==> src/rtl/nvbd_pkg.sv <==
package nvbd_pkg;

   // Active-high internal selects, before reset/power-fail forcing
   typedef struct packed {
      logic cs_main;
      logic cs_bank2;
      logic writable;
   } nvbd_sel_t;

endpackage

==> src/rtl/nvbd_partition_reg.sv <==
module nvbd_partition_reg #(
   parameter int WIN_LG  = 15,
   parameter int GRAN_LG = 10,
   parameter int PART_W  = WIN_LG - GRAN_LG + 1
) (
   input  logic              clk,
   input  logic              rst_n,
   input  logic              load,
   input  logic [PART_W-1:0] load_val,
   output logic [PART_W-1:0] boundary
);

   localparam logic [PART_W-1:0] PART_MAX = PART_W'(1 << (WIN_LG - GRAN_LG));

   if (PART_W < WIN_LG - GRAN_LG + 1) begin : g_bad_w
      $error("nvbd_partition_reg: PART_W too narrow for the window");
   end

   logic [PART_W-1:0] next_val;

   always_comb begin
      next_val = (load_val > PART_MAX) ? PART_MAX : load_val;
   end

   always_ff @(posedge clk or negedge rst_n) begin
      if (!rst_n)    boundary <= PART_MAX;
      else if (load) boundary <= next_val;
   end

   assert_boundary_range_R8: assert property (@(posedge clk) disable iff (!rst_n)
      boundary <= PART_MAX);

   assert_boundary_hold_R8: assert property (@(posedge clk) disable iff (!rst_n)
      !load |=> $stable(boundary));

endmodule

==> src/rtl/nvbd_addr_decode.sv <==
module nvbd_addr_decode
   import nvbd_pkg::*;
#(
   parameter int ADDR_W  = 16,
   parameter int WIN_LG  = 15,
   parameter int SMALL_LG = 13,
   parameter int GRAN_LG = 10,
   parameter int PART_W  = WIN_LG - GRAN_LG + 1
) (
   input  logic [ADDR_W-1:GRAN_LG] addr_hi,
   input  logic                    valid,
   input  logic                    is_code,
   input  logic                    size_big,
   input  logic                    bank2_en,
   input  logic [PART_W-1:0]       boundary,
   output nvbd_sel_t               sel
);

   localparam int SEG_W = WIN_LG - GRAN_LG;

   if (SMALL_LG < GRAN_LG || SMALL_LG > WIN_LG || WIN_LG >= ADDR_W) begin : g_bad_geom
      $error("nvbd_addr_decode: inconsistent window geometry");
   end

   logic in_window;
   logic small_fit;
   logic data_side;
   logic [PART_W-1:0] seg;

   assign in_window = (addr_hi[ADDR_W-1:WIN_LG] == '0);

   if (SMALL_LG < WIN_LG) begin : g_small
      assign small_fit = (addr_hi[WIN_LG-1:SMALL_LG] == '0);
   end else begin : g_nosmall
      assign small_fit = 1'b1;
   end

   assign seg       = {1'b0, addr_hi[WIN_LG-1:GRAN_LG]};
   assign data_side = (seg >= boundary);

   always_comb begin
      sel          = '0;
      sel.cs_bank2 = valid && in_window && !is_code && bank2_en;
      sel.cs_main  = valid && in_window && !sel.cs_bank2 && (size_big || small_fit);
      sel.writable = !is_code && (sel.cs_bank2 || (sel.cs_main && data_side));
   end

   // segment width sanity: boundary spans one more bit than segment index
   if (PART_W != SEG_W + 1) begin : g_bad_part
      $error("nvbd_addr_decode: PART_W must be window segment width plus one");
   end

endmodule

==> src/rtl/nvbd_strobe_gen.sv <==
module nvbd_strobe_gen
   import nvbd_pkg::*;
(
   input  nvbd_sel_t sel,
   input  logic      write,
   input  logic      force_off,
   output logic      ce1_n,
   output logic      ce2_n,
   output logic      rw_n,
   output logic      route_bw
);

   always_comb begin
      if (force_off) begin
         ce1_n    = 1'b1;
         ce2_n    = 1'b1;
         rw_n     = 1'b1;
         route_bw = 1'b0;
      end else begin
         ce1_n    = !sel.cs_main;
         ce2_n    = !sel.cs_bank2;
         rw_n     = !(write && sel.writable);
         route_bw = sel.cs_main || sel.cs_bank2;
      end
   end

endmodule

==> src/rtl/nvbd_decoder.sv <==
module nvbd_decoder
   import nvbd_pkg::*;
#(
   parameter int ADDR_W   = 16,
   parameter int WIN_LG   = 15,
   parameter int SMALL_LG = 13,
   parameter int GRAN_LG  = 10,
   parameter int INV_LO   = 13,
   parameter int PART_W   = WIN_LG - GRAN_LG + 1
) (
   input  logic              clk,
   input  logic              rst_n,
   input  logic              pfail,
   input  logic              size_32k,
   input  logic              bank2_sel,
   input  logic              part_load,
   input  logic [PART_W-1:0] part_val,
   input  logic              acc_valid,
   input  logic              acc_code,
   input  logic              acc_write,
   input  logic [ADDR_W-1:0] acc_addr,
   output logic              ce1_n,
   output logic              ce2_n,
   output logic              rw_n,
   output logic [WIN_LG-1:0] bw_addr,
   output logic              route_bw
);

   if (INV_LO > WIN_LG) begin : g_bad_inv
      $error("nvbd_decoder: INV_LO outside the byte-wide address");
   end

   logic [PART_W-1:0] boundary;
   nvbd_sel_t         sel;

   nvbd_partition_reg #(
      .WIN_LG (WIN_LG),
      .GRAN_LG(GRAN_LG),
      .PART_W (PART_W)
   ) u_part (
      .clk     (clk),
      .rst_n   (rst_n),
      .load    (part_load),
      .load_val(part_val),
      .boundary(boundary)
   );

   nvbd_addr_decode #(
      .ADDR_W  (ADDR_W),
      .WIN_LG  (WIN_LG),
      .SMALL_LG(SMALL_LG),
      .GRAN_LG (GRAN_LG),
      .PART_W  (PART_W)
   ) u_dec (
      .addr_hi (acc_addr[ADDR_W-1:GRAN_LG]),
      .valid   (acc_valid),
      .is_code (acc_code),
      .size_big(size_32k),
      .bank2_en(bank2_sel),
      .boundary(boundary),
      .sel     (sel)
   );

   nvbd_strobe_gen u_stb (
      .sel      (sel),
      .write    (acc_write),
      .force_off(pfail || !rst_n),
      .ce1_n    (ce1_n),
      .ce2_n    (ce2_n),
      .rw_n     (rw_n),
      .route_bw (route_bw)
   );

   for (genvar i = 0; i < WIN_LG; i++) begin : g_baddr
      if (i >= INV_LO) begin : g_inv
         assign bw_addr[i] = ~acc_addr[i];
      end else begin : g_pass
         assign bw_addr[i] = acc_addr[i];
      end
   end

   assert_ce_exclusive_R4: assert property (@(posedge clk) disable iff (!rst_n)
      $countones({~ce1_n, ~ce2_n}) <= 1);

   assert_code_no_bank2_R4: assert property (@(posedge clk) disable iff (!rst_n)
      acc_code |-> ce2_n);

   assert_code_no_write_R5: assert property (@(posedge clk) disable iff (!rst_n)
      (acc_code || !acc_write) |-> rw_n);

   assert_write_needs_ce_R5: assert property (@(posedge clk) disable iff (!rst_n)
      !rw_n |-> (!ce1_n || !ce2_n));

   assert_pfail_idle_R7: assert property (@(posedge clk) disable iff (!rst_n)
      pfail |-> (ce1_n && ce2_n && rw_n && !route_bw));

   assert_upper_expanded_R2: assert property (@(posedge clk) disable iff (!rst_n)
      acc_addr[ADDR_W-1] |-> (!route_bw && ce1_n && ce2_n && rw_n));

   assert_idle_no_access_R10: assert property (@(posedge clk) disable iff (!rst_n)
      !acc_valid |-> (ce1_n && ce2_n && rw_n && !route_bw));

endmodule

==> config.mk <==
export PLATFORM = sky130hd
export DESIGN_NAME = nvbd_decoder
export DESIGN_NICKNAME = d
export VERILOG_FILES = /design/src/rtl/nvbd_pkg.sv /design/src/rtl/nvbd_partition_reg.sv /design/src/rtl/nvbd_addr_decode.sv /design/src/rtl/nvbd_strobe_gen.sv /design/src/rtl/nvbd_decoder.sv
export SDC_FILE = /design/constraint.sdc
export NUM_CORES = 1
export LEC_CHECK = 0
export ABC_AREA = 1
export BUFFER_PORTS_ARGS = -buffer_cell sky130_fd_sc_hd__buf_2
export CAP_MARGIN = 20
export CORE_UTILIZATION = 39
export CTS_CLUSTER_SIZE = 14
export DETAILED_ROUTE_END_ITERATION = 10
export GPL_TIMING_DRIVEN = 0
export MAX_ROUTING_LAYER = met4
export PLACE_DENSITY = 0.83
export SLEW_MARGIN = 20
export SYNTH_ARGS = -nofsm -noshare
export SYNTH_HDL_FRONTEND = slang
export SYNTH_SLANG_ARGS = --single-unit
export TNS_END_PERCENT = 50
==> constraint.sdc <==
create_clock -name clk -period 3.4 [get_ports clk]
set_input_delay 0.68 -clock clk [delete_from_list [all_inputs] [get_ports clk]]
set_output_delay 0.68 -clock clk [all_outputs]
set_load 0.005 [all_outputs]
==> run_results.csv <==
group,metric,value,unit
job,cap_violations,0,
sta,slew_headroom,88.24,%
sta,rsz0062_at_grt,"no",
sta,finalSetupTns,0,ns
sta,setup_viol_count_final,0,
die,core,1318,um2
worst_setup_path,end_kind,"output port",
cells_and_area,final_cell_mix,"buf_2, inv_1, nand2_1",
global_routing,grt_max_degree,8,
clocking,clock_sinks,6,
worst_setup_path,critical_path_class,"in -> out",
placement,dpl.hpwl,1022,um
worst_setup_path,rr_worst_depth,2,
detailed_routing,drt_pass1_iterations,4,
die,initial_core_util,42.45,%
detailed_routing,antenna_left,0,
clocking,root_buffer,"clkbuf_4",
detailed_routing,drc,0,
worst_setup_path,cp.arrival,1.70,ns
synthesis,yosys.area.top_type_share,22.37,%
global_routing,grt_pass1_wl,1538,um
sta,min_period,2.377,ns
global_routing,track_usage,14.72,%
power,p_leak,0.4799,nW
worst_setup_path,start_kind,"primary input",
global_routing,grt_overflow_total,0,
clocking,cts-resized-gates,0,
synthesis,avgSynthCellArea,7.170,um2
clocking,cts_inserted_buffers,3,
detailed_routing,vias,582,
cells_and_area,final_cells,136,
synthesis,ys_types,20,
clocking,clock_latency,0.23,ns
clocking,clk_pin_slew,0.05,ns
placement,placed_cells,132,
sta,finalHoldViolations,0,
synthesis,synth_area,559.3,um2
cells_and_area,synthToLayoutAreaGrowth,42.95,%
die,die_area,1590,um2
synthesis,yosys_warnings,0,
detailed_routing,finalWirelength,1081,um
outcome,outcome,"finished, final reports clean",
detailed_routing,route.detailed.wl_per_inst,7.949,um
cells_and_area,final_layout_size_suffix_gt1_share,50.41,%
clocking,holdBufCountCts,0,
clocking,clockBufferDepth,2,
sta,worst_slew_pin_slew,0.1761,ns
placement,gp_congestion,0.7269,
global_routing,grt_pass1_vias,433,
synthesis,seq_area_frac_synth,27.07,%
clocking,tritoncts,"done",
detailed_routing,vias_per_cell,4.279,
cells_and_area,largest_reg_flops,6,
synthesis,synth-seq-cells,6,
die,ios,50,
sta,fin_skew,0,ns
detailed_routing,first_iter_violations,5,
cells_and_area,top_register,"u_part.boundary",
synthesis,synthTopCellsByArea,"dfrtp_1, buf_4, ha_1",
cells_and_area,largestRegisters,"u_part.boundary x6",
cells_and_area,layout.cells.most_common,"buf_2",
die,die_y,39.87,um
cells_and_area,fin_nets,158,
die,std_cell_rows,13,
synthesis,synth_area_leader_cell,"dfrtp_1",
sta,finalMaxSlewViolations,0,
global_routing,antenna_found_initial,0,
die,die_x,39.87,um
synthesis,synthCells,78,
clocking,post-cts-setup-buffers,0,
power,power_per_cell_area,276.0,nW/um2
worst_setup_path,crit_fanout,2,
cells_and_area,antenna_cells,0,
synthesis,synth_nets,114,
clocking,cts_htree_levels,1,
sta,min_period_over_period,69.90,%
sta,fmax,420.8,MHz
placement,portBuffers,39,
worst_hold_path,min_path_type,"in -> async",
power,ir_drop,181.9,uV
worst_setup_path,required,2.72,ns
-- layout make-up --
type	instances	area (um2)
fill	136	518.0
multi-input combinational	42	246.5
timing repair buffer	39	195.2
sequential	6	151.4
buffer	13	97.59
inverter	17	63.81
clock buffer	4	26.28
tap	15	18.77
-- routing by layer --
layer | vias to the layer above | track usage, % | wire length [um]
li1 | 312 | - | -
met1 | 250 | 16.96 | 389
met2 | 20 | 24.60 | 638
met3 | 0 | 1.705 | 53
met4 | 0 | 7.759 | 0
met5 | - | - | 0
-- metrics by stage --
| stage | setup WS [ns] | util [%] | hold slack (ns) | power (mW) | cell area, um2 |
|---|---|---|---|---|---|
| 6_report | 1.024 | 60.68 | 0.2558 | 0.2207 | 799.5 |
| 4_1_cts | 1.028 | 60.68 | 0.2580 | 0.2234 | 799.5 |
| 2_1_floorplan | 1.327 | - | 0.3844 | 0.1247 | 559.3 |
| 3_3_place_gp | 1.075 | 58.69 | 0.4804 | 0.1511 | 773.2 |
| 5_1_grt | 0.9672 | 60.68 | 0.2543 | 0.2411 | 799.5 |
| 3_5_place_dp | 1.032 | 58.69 | 0.4806 | 0.1547 | 773.2 |
-- path summary, 6_finish.rpt --
path / startpoint / endpoint / slack, ns
setup / recovery: acc_addr[13] / rw_n / 1.02
hold / removal: rst_n / u_part.boundary[3] / 0.26
setup reg to reg: u_part.boundary[5] / u_part.boundary[5] / 2.63
hold reg to reg: u_part.boundary[5] / u_part.boundary[5] / 0.49
max in group asynchronous: rst_n / u_part.boundary[5] / 2.91
min in group clk: u_part.boundary[5] / u_part.boundary[5] / 0.49
-- critical path, cell delays in order --
cell,delay (ns)
buf_2,0.11
ha_1,0.28
nand2_1,0.08
nor2_1,0.13
nand2_1,0.07
nand3_1,0.08
nand2_1,0.06
nand2_1,0.05
nand2_1,0.04
buf_2,0.12
-- synthesized netlist by cell type (all sizes together) --
library cell / instances
inv: 17
nand2: 15
buf: 13
nor2: 7
dfrtp: 5
ha: 5
a21oi: 4
o21ai: 4
or2: 2
a22o: 1
dfstp: 1
nand3: 1
nand4: 1
nor3b: 1
o21bai: 1
-- cells by family (layout without fill, tap and decap cells) --
group	after synthesis	count (layout)	synth area share (%)
buf+inv	30	73	28.86
simple gates	27	27	22.15
compound gates	10	10	10.74
flops	6	6	27.07
fa+ha+maj	5	5	11.19
-- report_power, final --
part           internal (mW)  total, mW  switching [mW]
registers             0.0782     0.0807         0.00254
logic                 0.0386     0.0718          0.0333
clock network         0.0443     0.0682          0.0238
total                  0.161      0.221          0.0596
No activity file was read; power rests on OpenSTA's default activity.
